--- config.mk ---
export PLATFORM = sky130hd
export DESIGN_NAME = rxdet_term_ctrl
export DESIGN_NICKNAME = d
export VERILOG_FILES = /design/src/rtl/rxdet_pkg.sv /design/src/rtl/rxdet_seq.sv /design/src/rtl/rxdet_term.sv /design/src/rtl/rxdet_chan.sv /design/src/rtl/rxdet_term_ctrl.sv
export SDC_FILE = /design/constraint.sdc
export NUM_CORES = 1
export LEC_CHECK = 0
export ABC_AREA = 1
export ABC_CLOCK_PERIOD_IN_PS = 2100
export BUFFER_PORTS_ARGS = -buffer_cell sky130_fd_sc_hd__clkbuf_2
export CAP_MARGIN = 20
export CELL_PAD_IN_SITES_DETAIL_PLACEMENT = 0
export CELL_PAD_IN_SITES_GLOBAL_PLACEMENT = 1
export CORE_ASPECT_RATIO = 0.5
export CORE_MARGIN = 2
export CORE_UTILIZATION = 44
export CTS_CLUSTER_SIZE = 40
export DETAILED_ROUTE_END_ITERATION = 8
export PLACE_DENSITY = 0.87
export SLEW_MARGIN = 5
export SYNTH_ARGS = -nofsm -noshare
export SYNTH_HDL_FRONTEND = slang
export SYNTH_SLANG_ARGS = --single-unit
--- constraint.sdc ---
create_clock -name clk -period 2.1 [get_ports clk]
set_input_delay 0.105 -clock clk [delete_from_list [all_inputs] [get_ports clk]]
set_output_delay 0.105 -clock clk [all_outputs]
set_load 0.1 [all_outputs]
--- src/rtl/rxdet_pkg.sv ---
package rxdet_pkg;
  typedef enum logic [1:0] {
    TERM_HIZ = 2'b00,
    TERM_R50 = 2'b01,
    TERM_R2K = 2'b10
  } term_e;

  typedef enum logic [1:0] {
    SEQ_IDLE = 2'b00,
    SEQ_WAIT = 2'b01,
    SEQ_DONE = 2'b10
  } seq_e;
endpackage

--- src/rtl/rxdet_seq.sv ---
module rxdet_seq
  import rxdet_pkg::*;
#(
  parameter int TIMEOUT = 1000
) (
  input  logic clk,
  input  logic rst,
  input  logic powered_i,
  input  logic det_en_i,
  input  logic ch_rst_n_i,
  input  logic load_i,
  output seq_e st_o,
  output logic res_o
);
  localparam int CW = (TIMEOUT > 1) ? $clog2(TIMEOUT) : 1;
  localparam logic [CW-1:0] LAST = CW'(TIMEOUT - 1);

  seq_e          st_q;
  logic [CW-1:0] cnt_q;
  logic          res_q;
  logic          prev_q;
  logic          rise;
  logic          armed;

  assign rise  = ch_rst_n_i & ~prev_q;
  assign armed = powered_i & det_en_i;

  always_ff @(posedge clk) begin
    if (rst) begin
      st_q   <= SEQ_IDLE;
      cnt_q  <= '0;
      res_q  <= 1'b0;
      prev_q <= 1'b1;
    end else begin
      prev_q <= ch_rst_n_i;
      case (st_q)
        SEQ_IDLE: begin
          if (rise && armed) begin
            st_q  <= SEQ_WAIT;
            cnt_q <= '0;
          end
        end
        SEQ_WAIT: begin
          if (!ch_rst_n_i || !armed) begin
            st_q  <= SEQ_IDLE;
            res_q <= 1'b0;
          end else if (cnt_q == LAST) begin
            st_q  <= SEQ_DONE;
            res_q <= load_i;
          end else begin
            cnt_q <= cnt_q + 1'b1;
          end
        end
        SEQ_DONE: begin
          if (!ch_rst_n_i) begin
            st_q  <= SEQ_IDLE;
            res_q <= 1'b0;
          end
        end
        default: begin
          st_q  <= SEQ_IDLE;
          res_q <= 1'b0;
        end
      endcase
    end
  end

  assign st_o  = st_q;
  assign res_o = res_q;

  AST_EDGE_START: assert property (@(posedge clk) disable iff (rst)
    $rose(st_q == SEQ_WAIT) |-> ($past(ch_rst_n_i) && !$past(ch_rst_n_i, 2)));
  AST_RESET_IDLE: assert property (@(posedge clk) disable iff (rst)
    !ch_rst_n_i |=> (st_q == SEQ_IDLE && !res_q));
  AST_RES_SAMPLE: assert property (@(posedge clk) disable iff (rst)
    $rose(res_q) |-> ($past(st_q) == SEQ_WAIT && $past(load_i)));
  AST_ABORT_CLEAR: assert property (@(posedge clk) disable iff (rst)
    (st_q == SEQ_WAIT && !det_en_i) |=> (st_q == SEQ_IDLE && !res_q));
endmodule

--- src/rtl/rxdet_term.sv ---
module rxdet_term
  import rxdet_pkg::*;
(
  input  logic  clk,
  input  logic  rst,
  input  logic  powered_i,
  input  logic  det_en_i,
  input  logic  ch_rst_n_i,
  input  seq_e  st_i,
  input  logic  res_i,
  input  logic  sig_i,
  input  logic  in_dis_i,
  input  logic  out_dis_i,
  output term_e in_term_o,
  output term_e out_term_o,
  output logic  drv_o
);
  term_e in_d, out_d;
  logic  drv_d;
  term_e in_q, out_q;
  logic  drv_q;
  logic  load_found;

  assign load_found = ch_rst_n_i && (st_i == SEQ_DONE) && res_i;

  always_comb begin
    if (!powered_i) begin
      in_d  = TERM_HIZ;
      out_d = TERM_HIZ;
      drv_d = 1'b0;
    end else if (!det_en_i || load_found) begin
      in_d  = TERM_R50;
      out_d = sig_i ? TERM_R50 : TERM_R2K;
      drv_d = sig_i;
    end else begin
      in_d  = TERM_HIZ;
      out_d = TERM_R2K;
      drv_d = 1'b0;
    end
    if (in_dis_i) in_d = TERM_HIZ;
    if (out_dis_i) begin
      out_d = TERM_HIZ;
      drv_d = 1'b0;
    end
  end

  always_ff @(posedge clk) begin
    if (rst) begin
      in_q  <= TERM_HIZ;
      out_q <= TERM_HIZ;
      drv_q <= 1'b0;
    end else begin
      in_q  <= in_d;
      out_q <= out_d;
      drv_q <= drv_d;
    end
  end

  assign in_term_o  = in_q;
  assign out_term_o = out_q;
  assign drv_o      = drv_q;

  AST_PWRDN_HIZ: assert property (@(posedge clk) disable iff (rst)
    !powered_i |=> (in_q == TERM_HIZ && out_q == TERM_HIZ && !drv_q));
  AST_IN_DIS: assert property (@(posedge clk) disable iff (rst)
    in_dis_i |=> (in_q == TERM_HIZ));
  AST_OUT_DIS: assert property (@(posedge clk) disable iff (rst)
    out_dis_i |=> (out_q == TERM_HIZ && !drv_q));
  AST_DRV_NEEDS_SIG: assert property (@(posedge clk) disable iff (rst)
    drv_q |-> ($past(sig_i) && out_q == TERM_R50));
endmodule

--- src/rtl/rxdet_chan.sv ---
module rxdet_chan
  import rxdet_pkg::*;
#(
  parameter int TIMEOUT = 1000
) (
  input  logic  clk,
  input  logic  rst,
  input  logic  powered_i,
  input  logic  det_en_i,
  input  logic  ch_rst_n_i,
  input  logic  in_dis_i,
  input  logic  out_dis_i,
  input  logic  sig_i,
  input  logic  load_i,
  output term_e in_term_o,
  output term_e out_term_o,
  output logic  drv_o,
  output logic  res_o
);
  seq_e st;
  logic res;

  rxdet_seq #(.TIMEOUT(TIMEOUT)) u_seq (
    .clk        (clk),
    .rst        (rst),
    .powered_i  (powered_i),
    .det_en_i   (det_en_i),
    .ch_rst_n_i (ch_rst_n_i),
    .load_i     (load_i),
    .st_o       (st),
    .res_o      (res)
  );

  rxdet_term u_term (
    .clk        (clk),
    .rst        (rst),
    .powered_i  (powered_i),
    .det_en_i   (det_en_i),
    .ch_rst_n_i (ch_rst_n_i),
    .st_i       (st),
    .res_i      (res),
    .sig_i      (sig_i),
    .in_dis_i   (in_dis_i),
    .out_dis_i  (out_dis_i),
    .in_term_o  (in_term_o),
    .out_term_o (out_term_o),
    .drv_o      (drv_o)
  );

  assign res_o = res;
endmodule

--- src/rtl/rxdet_term_ctrl.sv ---
module rxdet_term_ctrl
  import rxdet_pkg::*;
#(
  parameter int N_CH    = 8,
  parameter int TIMEOUT = 1000
) (
  input  logic              clk,
  input  logic              rst,
  input  logic              pwr_dn_all,
  input  logic [N_CH-1:0]   ch_pwr_en,
  input  logic [N_CH-1:0]   det_en,
  input  logic [N_CH-1:0]   ch_rst_n,
  input  logic [N_CH-1:0]   in_dis,
  input  logic [N_CH-1:0]   out_dis,
  input  logic [N_CH-1:0]   sig_ok,
  input  logic [N_CH-1:0]   load_seen,
  output logic [2*N_CH-1:0] in_term,
  output logic [2*N_CH-1:0] out_term,
  output logic [N_CH-1:0]   drv_en,
  output logic [N_CH-1:0]   det_res
);
  localparam int TW = 2;

  for (genvar i = 0; i < N_CH; i++) begin : g_ch
    term_e in_t, out_t;
    logic  powered;

    assign powered = ~pwr_dn_all & ch_pwr_en[i];

    rxdet_chan #(.TIMEOUT(TIMEOUT)) u_chan (
      .clk        (clk),
      .rst        (rst),
      .powered_i  (powered),
      .det_en_i   (det_en[i]),
      .ch_rst_n_i (ch_rst_n[i]),
      .in_dis_i   (in_dis[i]),
      .out_dis_i  (out_dis[i]),
      .sig_i      (sig_ok[i]),
      .load_i     (load_seen[i]),
      .in_term_o  (in_t),
      .out_term_o (out_t),
      .drv_o      (drv_en[i]),
      .res_o      (det_res[i])
    );

    assign in_term[TW*i +: TW]  = in_t;
    assign out_term[TW*i +: TW] = out_t;
  end
endmodule

After elaboration in Yosys (flattened, before gate mapping)
Index checks and enable logic that the tools add are counted.
- register bits after elaboration: 152
- input port bits: 59
- output and inout bits: 48
- logic and storage cells: 449
- add/subtract/negate cells: 8
- equal/unequal tests: 64
- muxes and demuxes: 128
- bitwise logic cells: 57
- reduce and logical (&&, ||, !) cells: 128
- operators with widths (kind ; count):
    10-bit 2-to-1 mux ; 24
    10-bit one-hot mux with 2 select lines ; 8
    2-bit 2-to-1 mux ; 48
    10-bit by 1-bit adder with 10-bit output, second input constant ; 8
    10-bit == test, second input constant ; 8
    2-bit != test, second input constant ; 32
    2-bit one-hot mux with 3 select lines ; 8
    3-bit AND reduction ; 16
    3-bit OR reduction ; 16
    1-bit inverter ; 33
    1-bit 2-to-1 mux ; 32
    4-bit AND reduction ; 8
    4-bit OR reduction ; 8
    1-bit AND ; 24
    1-bit logical AND ; 24
    1-bit logical NOT ; 24
    3-bit != test, second input constant ; 8
    1-bit one-hot mux with 3 select lines ; 8
    2-bit by 1-bit == test with 1-bit output, second input constant ; 8
    2-bit == test, second input constant ; 8
    2-bit logical NOT ; 8
    1-bit logical OR ; 16
    2-bit nonzero test ; 8

Depth between registers and ports, before layout
Gate-level depths: netlist of run 1.
- depth after elaboration: 7
- gate-level depth with buffers: 10
- mapped depth without buffers: 10

Modules after synthesis
From an unflattened synthesis of run 1, not the netlist that was laid out.
- cells, all modules: 1185
- area total of the unflattened synthesis: 8319.2 µm²
- modules (own cells, without submodules) (module ; instances ; cells an instance ; area an instance (µm²) ; seq. area each (µm²)):
    rxdet_seq ; 8 ; 127 ; 880.8 ; 280.3
    rxdet_term ; 8 ; 19 ; 150.1 ; 60.1
    rxdet_term_ctrl ; 1 ; 17 ; 71.3 ; 0.0

Least setup slack after synthesis of run 1
No wires, ideal clock.
- path kind: register -> register
- from: register g_ch[1].u_chan.u_seq.cnt_q[0]
- to: register g_ch[1].u_chan.u_seq.cnt_q[9]
- library setup time: 67 ps
- arrival time: 1312 ps
- data required time: 2033 ps
- slack: 721 ps
- stages on the path, launching flop included: 9
- buffers on the path: 1
- period minus slack after synthesis: 1379 ps
- cell sequence: dfxtp_1 > ha_1 > nand2_2 > nor2_4 > nand3_4 > nand2_2 > buf_6 > nand2_1 > a21oi_2
- word-level cells in the longest chain between the ends: 4
- elaborated cells between the ends (all ways): 7
- classes of those cells: add/sub (1); eq/ne (2); mux (3); reduce/logical (1)
- ends and longest elaborated chain (what ; line ; RTL):
    start: declaration ; rxdet_seq.sv:19 ; logic [CW-1:0] cnt_q;
    start signal: assignment ; rxdet_seq.sv:51 ; cnt_q <= cnt_q + 1'b1;
    10-bit by 1-bit adder with 10-bit output ; rxdet_seq.sv:51 ;
    10-bit 2-to-1 mux ; rxdet_seq.sv:47 ; end else if (cnt_q == LAST) begin
    10-bit 2-to-1 mux ; rxdet_seq.sv:44 ; if (!ch_rst_n_i || !armed) begin
    10-bit one-hot mux with 2 select lines ; rxdet_seq.sv:36 ; case (st_q)
Parallel ways exist; a longest one is shown, timed or not. The select of a mux whose other input is x is not followed.
A chain may end at the register's enable or synchronous reset.

Final worst setup path of run 1
- from: register g_ch[1].u_chan.u_seq.st_q[0]
- to: register g_ch[1].u_chan.u_term.in_q[0]
- word-level cells in the longest chain between the ends: 5
- ends and longest elaborated chain (what ; line ; RTL):
    start: declaration ; rxdet_seq.sv:18 ; seq_e st_q;
    start signal: assignment ; rxdet_seq.sv:30 ; st_q <= SEQ_IDLE;
    start signal: assignment ; rxdet_seq.sv:39 ; st_q <= SEQ_WAIT;
    start signal: assignment ; rxdet_seq.sv:45 ; st_q <= SEQ_IDLE;
    2-bit == test ; rxdet_term.sv:24 ; assign load_found = ch_rst_n_i && (st_i == SEQ_DONE) && res_i;
    1-bit logical AND (2 in series) ; rxdet_term.sv:24 ;
    1-bit logical OR ; rxdet_term.sv:31 ; end else if (!det_en_i || load_found) begin
    1-bit 2-to-1 mux ; rxdet_term.sv:31 ;
    end signal: assignment ; rxdet_term.sv:53 ; in_q <= in_d;
    end: declaration ; rxdet_term.sv:20 ; term_e in_q, out_q;
Every way passes these cells.

==> results of run 1 <==
[repair_timing]
action,in CTS,in global routing
setup endpoints to repair,0,0
hold buffers,42,0
hold endpoints to repair,32,0
[kinds of logic after synthesis]
family / synth area share [%]
buf+inv: 12.4
compound gates: 8.71
flops: 35.1
fa+ha+maj: 1.29
xor+xnor: 0.677
other cells: 0.0483
simple gates: 41.7
[cell usage after synthesis (3+ instances only)]
cell      number
clkbuf_1       7
o211ai_1       5
or3_1          4
xor2_1         6
nor2_2        15
nand2_1      296
or2_2          8
buf_4         34
nand3_1      117
nand4_4        3
dfxtp_1      136
nand4_1       29
buf_6          3
nor3b_1        6
inv_1        145
a21oi_1       70
buf_2          6
nand2_2       16
o21ai_1        4
nand2_4        9
ha_1           8
nand3_2        5
nor2_4        11
o21ai_0       32
nand4_2        3
a21o_1         3
nor2_1       154
inv_2         12
o21bai_1       6
[metrics by stage]
stage / hold WS (ps) / instance area [um^2] / setup slack, ps / power (uW)
3_3_place_gp: 263 / 8260 / 519 / 3160
3_5_place_dp: 264 / 8260 / 472 / 3170
6_report: 15.0 / 9250 / 215 / 6080
5_1_grt: 24.5 / 9250 / 57.1 / 6290
2_1_floorplan: 177 / 7780 / 721 / 3040
4_1_cts: 2.00 / 9250 / 267 / 6150
[registers in the layout, summed over array words and instances (netlist names)]
register and count:
g_ch.u_chan.u_term.out_term_o 13, g_ch.u_chan.u_seq.st_o 16, g_ch.u_chan.u_seq.cnt_q 80, g_ch.u_chan.u_term.drv_o 3, g_ch.u_chan.u_seq.res_o 8, g_ch.u_chan.u_term.in_term_o 8
g_ch.u_chan.u_seq.prev_q 8
[critical path, delay by kind of cell, from the launching register on]
kind / cells / cell delay (ps)
flops: 1 / 370
compound gates: 1 / 350
simple gates: 3 / 420
buf+inv: 2 / 670
[report_power, final]
part	total [uW]	internal [uW]	leakage (uW)	switching [uW]
Sequential	2620	2610	0.00110	12.7
Combinational	542	160	0.00268	382
Clock	2920	1790	0.000278	1130
[cell type report]
type,instances,area (um^2)
Clock buffer,21,460
Clock inverter,9,101
Fill cell,1653,8070
Inverter,159,599
Multi-Input combinational cell,831,4100
Sequential cell,136,2720
Tap cell,234,293
Timing Repair Buffer,145,973
[how the worst min path moves through the flow]
stage                 start                                       endpoint  slack, ps  cells past startpoint
6_report       load_seen[4]        g_ch[4].u_chan.u_seq.res_o$_SDFFE_PP0P_         10                      5
3_3_place_gp      in_dis[0]  g_ch[0].u_chan.u_term.in_term_o[0]$_SDFF_PP0_        260                      2
3_5_place_dp      in_dis[7]  g_ch[7].u_chan.u_term.in_term_o[0]$_SDFF_PP0_        260                      2
5_1_grt                 rst         g_ch[0].u_chan.u_seq.prev_q$_SDFF_PP1_         20                      2
4_1_cts        load_seen[4]        g_ch[4].u_chan.u_seq.res_o$_SDFFE_PP0P_          2                      5
2_1_floorplan     in_dis[4]  g_ch[4].u_chan.u_term.in_term_o[0]$_SDFF_PP0_        180                      1
[routing by layer]
layer | routed length (um) | share of wire [%]
met1 | 8670 | 47
met2 | 8630 | 47
met3 | 713 | 3.9
met4 | 266 | 1.5
met5 | 0 | 0
==> metrics.yaml, run 1 <==
r2r_end: "g_ch[1].u_chan.u_term.in_term_o[0]$_SDFF_PP0_"
fp-row-count: 34
maxSlewHeadroom_pct: 62.2
path_class: "register to register"
gp_congestion: 0.864
synth_top_cell_area_share_pct: 35.1
first_iter_violations: 294
ys_ff_latch: 136
async_reset_ff_share_pct: 0
max-vdd-ir-drop_mv: 0.563
hold_violations: 0
p_per_area_nw_per_um2: 657
dr_total_vias: 7415
syn_avg_cell_area_um2: 6.63
cts_buffers: 17
arrival_ps: 2240
grt_max_degree: 61
cp-endpoint: "g_ch[1].u_chan.u_term.in_term_o[0]$_SDFF_PP0_"
cts_root_buffer: "clkbuf_16"
wl_per_cell_um: 11.9
setup_viol: 0
ys_types: 41
ant_nets: 0
wirelength_um: 18300
grt_overflow: 0
tritoncts: "built"
rr_worst_depth: 6
clk_pin_slew_ps: 60
cap_violations: 0
cp-start-kind: "register"
crit_start: "g_ch[1].u_chan.u_seq.st_o[0]$_SDFFE_PP0P_"
io-pin-count: 107
finClkSkew_ps: 8.32
port-buffer-count: 98
drc: 0
antenna_found_initial: 0
grt_use_total_pct: 20.2
status: "finished clean"
final_cell_mix: "nand2_1 (296), nor2_1 (154), inv_1 (145), dfxtp_1 (136), nand3_1 (117)"
min_path_type: "input port to register"
cts_resized: 0
synth_area_leaders: "dfxtp_1 (35%), nand2_1 (14%), nand3_1 (7.5%)"
clockBufferDepth: 2
end_kind: "register"
yosys.area.top_type: "dfxtp_1"
setup_tns_ps: 0
initial_utilization_pct: 44.8
die_w_um: 192
yosysSeqAreaShare_pct: 35.1
critPathMaxStageDelay_ps: 570
viasPerCell: 4.83
r2r_start: "g_ch[1].u_chan.u_seq.st_o[0]$_SDFFE_PP0P_"
syn_inst: 1170
path_cells: "inv_2 > nand3_1 > o21ai_0 > nand4_1 > nor2_1 > dlygate4sd3_1"
insertion_delay_ps: 420
post-dp-hpwl_um: 12900
r2r_slack_ps: 210
placed_cells: 1463
grt_pass1_vias: 7160
p_leak_uw: 0.00406
dominantRegCellSynth: "dfxtp_1"
post_cts_buffers: 0
drive_gt1_share_pct: 16.9
fin_crit_ps: 1890
cpMaxStageDelayCell: "dlygate4sd3_1"
die-height_um: 97.9
synth_area_um2: 7760
dieArea_um2: 18800
drtPass1Iterations: 4
worstMarginPinSlew_ps: 569
rsz0062_at_grt: "no"
layout_commonest_cell: "nand2_1"
coreArea_um2: 17300
max_freq_mhz: 530
grt_pass1_wl_um: 31500
synth_edf_count: 0
slew_viol_final: 0
final_nets: 1357
cts_sinks: 136
period_share_pct: 89.8
syn2layout_area_growth_pct: 19.2
grt_use_met3_pct: 3.74
use_met1_pct: 25.7
n_antenna_cell: 0
crit_path_max_fanout: 4
use_met2_pct: 34.9
yosysWarningCount: 0
gr-max-usage-layer: "met2"
fin_cells: 1535
worstPathRequired_ps: 2460
htreeDepth: 4
post-route-util_pct: 53.4
(Power assumes the default switching activity.)
==> run 2, diff against run 1 <==
- ABC_AREA: 1 -> unset
- CORE_MARGIN: 2 -> 3
- CORE_UTILIZATION: 44 -> 46
- PLACE_DENSITY: 0.87 -> 0.88
==> run 2 against run 1 <==
- critical path depth fell by 1
- count of clock-buffer cells in the layout fell by 2
- first-iteration DRC count up 61%
- final cell count is 22% lower
- critical endpoint is now g_ch[3].u_chan.u_seq.cnt_q[4]$_SDFFE_PP0P_
- hold slack better by 0.65 ps
- area after synthesis decreased by 10%
- synthesized cell count is 28% lower
- global-route usage up 1.2 points
- non-clock buffer count rose by 41
- flip-flop and latch count did not move
- critical path type unchanged
==> metrics.yaml, run 2 <==
status: "finished clean"
insertion_delay_ps: 420  # about the same
layout_commonest_cell: "dfxtp_1"
post_synth_fa_ha_maj_area_fraction_pct: 1.44  # +0.15 points
final_nets: 1056  # -22%
cap_violations: 0  # unchanged
finClkSkew_ps: 12.0  # +3.66 ps
end_kind: "register"
min_path_type: "input port to register"
synth_area_um2: 6960  # -10%
muxShareOfSynthArea_pct: 0.431  # +0.43 points
grt_overflow: 0  # unchanged
die-height_um: 93.0  # -5.0%
yosys.area.top_type: "dfxtp_1"
yosysSeqAreaShare_pct: 39.1  # +4.0 points
dominantRegCellSynth: "dfxtp_1"
critPathMaxStageDelay_ps: 610  # +40 ps
final_cell_area_um2: 8750  # -5.4%
fp-row-count: 31  # -8.8%
synthSimpleGateAreaFrac_pct: 30.0  # -12 points
worstMarginPinSlew_ps: 622  # +52.7 ps
tritoncts: "built"
crit_path_max_fanout: 5  # +1
largest_reg_flops: 80  # unchanged
fin_crit_ps: 1960  # +71.0 ps
setup_viol: 0  # unchanged
ys_types: 72  # +76%
wl_per_cell_um: 15.2  # +27%
regMostFlops: "g_ch.u_chan.u_seq.cnt_q"
p_per_area_nw_per_um2: 687  # +4.5%
first_iter_violations: 473  # +61%
io-pin-count: 107  # unchanged
max-vdd-ir-drop_mv: 0.603  # +7.1%
maxSlewHeadroom_pct: 57.9  # -4.3 points
antenna_found_initial: 0  # unchanged
die_w_um: 180  # -6.2%
async_reset_ff_share_pct: 0  # unchanged
n_antenna_cell: 0  # unchanged
path_class: "register to register"
cp-start-kind: "register"
synth_edf_count: 0  # unchanged
synth.most_common_cell: "dfxtp_1"
arrival_ps: 2260  # +20 ps
cts_sinks: 136  # unchanged
setup_tns_ps: 0  # unchanged
finalPower_uw: 6010  # -1.1%
yosysWarningCount: 0  # unchanged
place_area_um2: 7560  # -8.6%
drc: 0  # unchanged
worstPathRequired_ps: 2400  # -60 ps
synth_top_family_by_area: "simple AND/OR/NAND/NOR gates"
dieArea_um2: 16700  # -11%
cpMaxStageDelayCell: "or4_1"
synth_common_cells: "dfxtp_1 (136), nand2_1 (82), nor3_1 (48), o21ai_0 (48), nand3_1 (41)"
grt_use_total_pct: 21.4  # +1.2 points
initial_utilization_pct: 47.6  # +2.8 points
wirelength_um: 18200  # -0.50%
drtPass1Iterations: 5  # +1
grt_max_degree: 37  # -39%
synth_top_cell_area_share_pct: 39.1  # +4.0 points
ant_nets: 0  # unchanged
cts_root_buffer: "clkbuf_16"
slew_viol_final: 0  # unchanged
synth_compound_area_share_pct: 21.6  # +13 points
port-buffer-count: 98  # unchanged
gp_congestion: 0.860  # -0.47%
drive_gt1_share_pct: 17.3  # +0.36 points
clk_pin_slew_ps: 60  # about the same
path_cells: "ha_1 > nand4_1 > or4_1 > a311o_1 > o41ai_1"
synthXorXnorAreaFrac_pct: 0.252  # -0.43 points
post-route-util_pct: 59.8  # +6.4 points
post-dp-hpwl_um: 12000  # -6.6%
p_leak_uw: 0.00321  # -21%
clockBufferDepth: 2  # unchanged
fillers: 1307  # -21%
htreeDepth: 4  # unchanged
grt_pass1_vias: 6401  # -11%
ys_ff_latch: 136  # unchanged
syn_inst: 843  # -28%
rsz0062_at_grt: "no"
grt_pass1_wl_um: 30400  # -3.5%
syn_avg_cell_area_um2: 8.26  # +25%
cts_buffers: 17  # unchanged
final_cell_mix: "dfxtp_1 (136), clkbuf_2 (97), nand2_1 (82), dlygate4sd3_1 (60)"
hold_violations: 0  # unchanged
period_share_pct: 93.2  # +3.4 points
synth_area_leaders: "dfxtp_1 (39%), nand2_1 (4.4%), a31oi_1 (3.6%)"
coreArea_um2: 14600  # -16%
cts_resized: 0  # unchanged
dr_total_vias: 7031  # -5.2%
syn2layout_area_growth_pct: 25.7
max_freq_mhz: 511  # -3.6%
viasPerCell: 5.86  # +21%
-- run 2: timing repair --
action | CTS | global route
buffers inserted | 0 | 0
hold buffers | 60 | 0
hold endpoints to repair | 37 | 0
-- run 2: final cells by class --
class	instances	area (um^2)	area share, %
multi-input cells	618	3770	43.1
flip-flops and latches	136	2720	31.1
repair buffers	186	1300	14.9
clock buffers	19	443	5.06
well taps	198	248	2.83
clock inverters	13	146	1.67
inverters	30	113	1.29
-- run 2: worst max-delay path: cells and delay by family (launching register included) --
| kind | cells | cell delay [ps] |
|---|---|---|
| simple gates | 2 | 780 |
| compound gates | 2 | 440 |
| flops | 1 | 380 |
| fa+ha+maj | 1 | 230 |
-- run 2: metal layers --
metal  share of wire, %  wire length [um]  vias to the layer above  global-route usage [%]
met5                  0                 0                        -                       0
met4                1.1               193                        0                    6.75
met1                 47              8500                     3324                    28.8
met3                5.2               941                       21                    3.46
li1                   -                 -                     3478                       -
met2                 47              8550                      208                    35.6
-- run 2: path summary, 6_finish.rpt --
kind / start / slack [ps] / cells past startpoint / end
min: load_seen[6] / 20 / 3 / g_ch[6].u_chan.u_seq.res_o$_SDFFE_PP0P_
max reg2reg: g_ch[3].u_chan.u_seq.cnt_q[0]$_SDFFE_PP0P_ / 140 / 5 / g_ch[3].u_chan.u_seq.cnt_q[4]$_SDFFE_PP0P_
max: g_ch[3].u_chan.u_seq.cnt_q[0]$_SDFFE_PP0P_ / 140 / 5 / g_ch[3].u_chan.u_seq.cnt_q[4]$_SDFFE_PP0P_
min reg2reg: g_ch[1].u_chan.u_seq.cnt_q[8]$_SDFFE_PP0P_ / 490 / 2 / g_ch[1].u_chan.u_seq.cnt_q[8]$_SDFFE_PP0P_
-- run 2: per-stage QoR --
stage                     cells  setup slack [ps]  hold WS, ps
after floorplan             850               205          178
after global placement     1108               242          268
after detailed placement   1108               200          270
after CTS                  1200               175         5.79
after global routing       1200              37.3         34.0
final                      1200               144         15.6
-- run 2: report_power, final --
group,internal (uW),switching (uW)
Sequential,2600,6.64
Combinational,141,284
Clock,1790,1190
-- run 2: cells by family after synthesis --
logic type | count (synthesis)
XOR/XNOR | 2
multiplexers | 3
AND/OR/NAND/NOR | 374
AO/OA/AOI/OAI | 223
buffers and inverters | 96
adder cells (fa/ha/maj) | 8
flip-flops | 136
other | 1
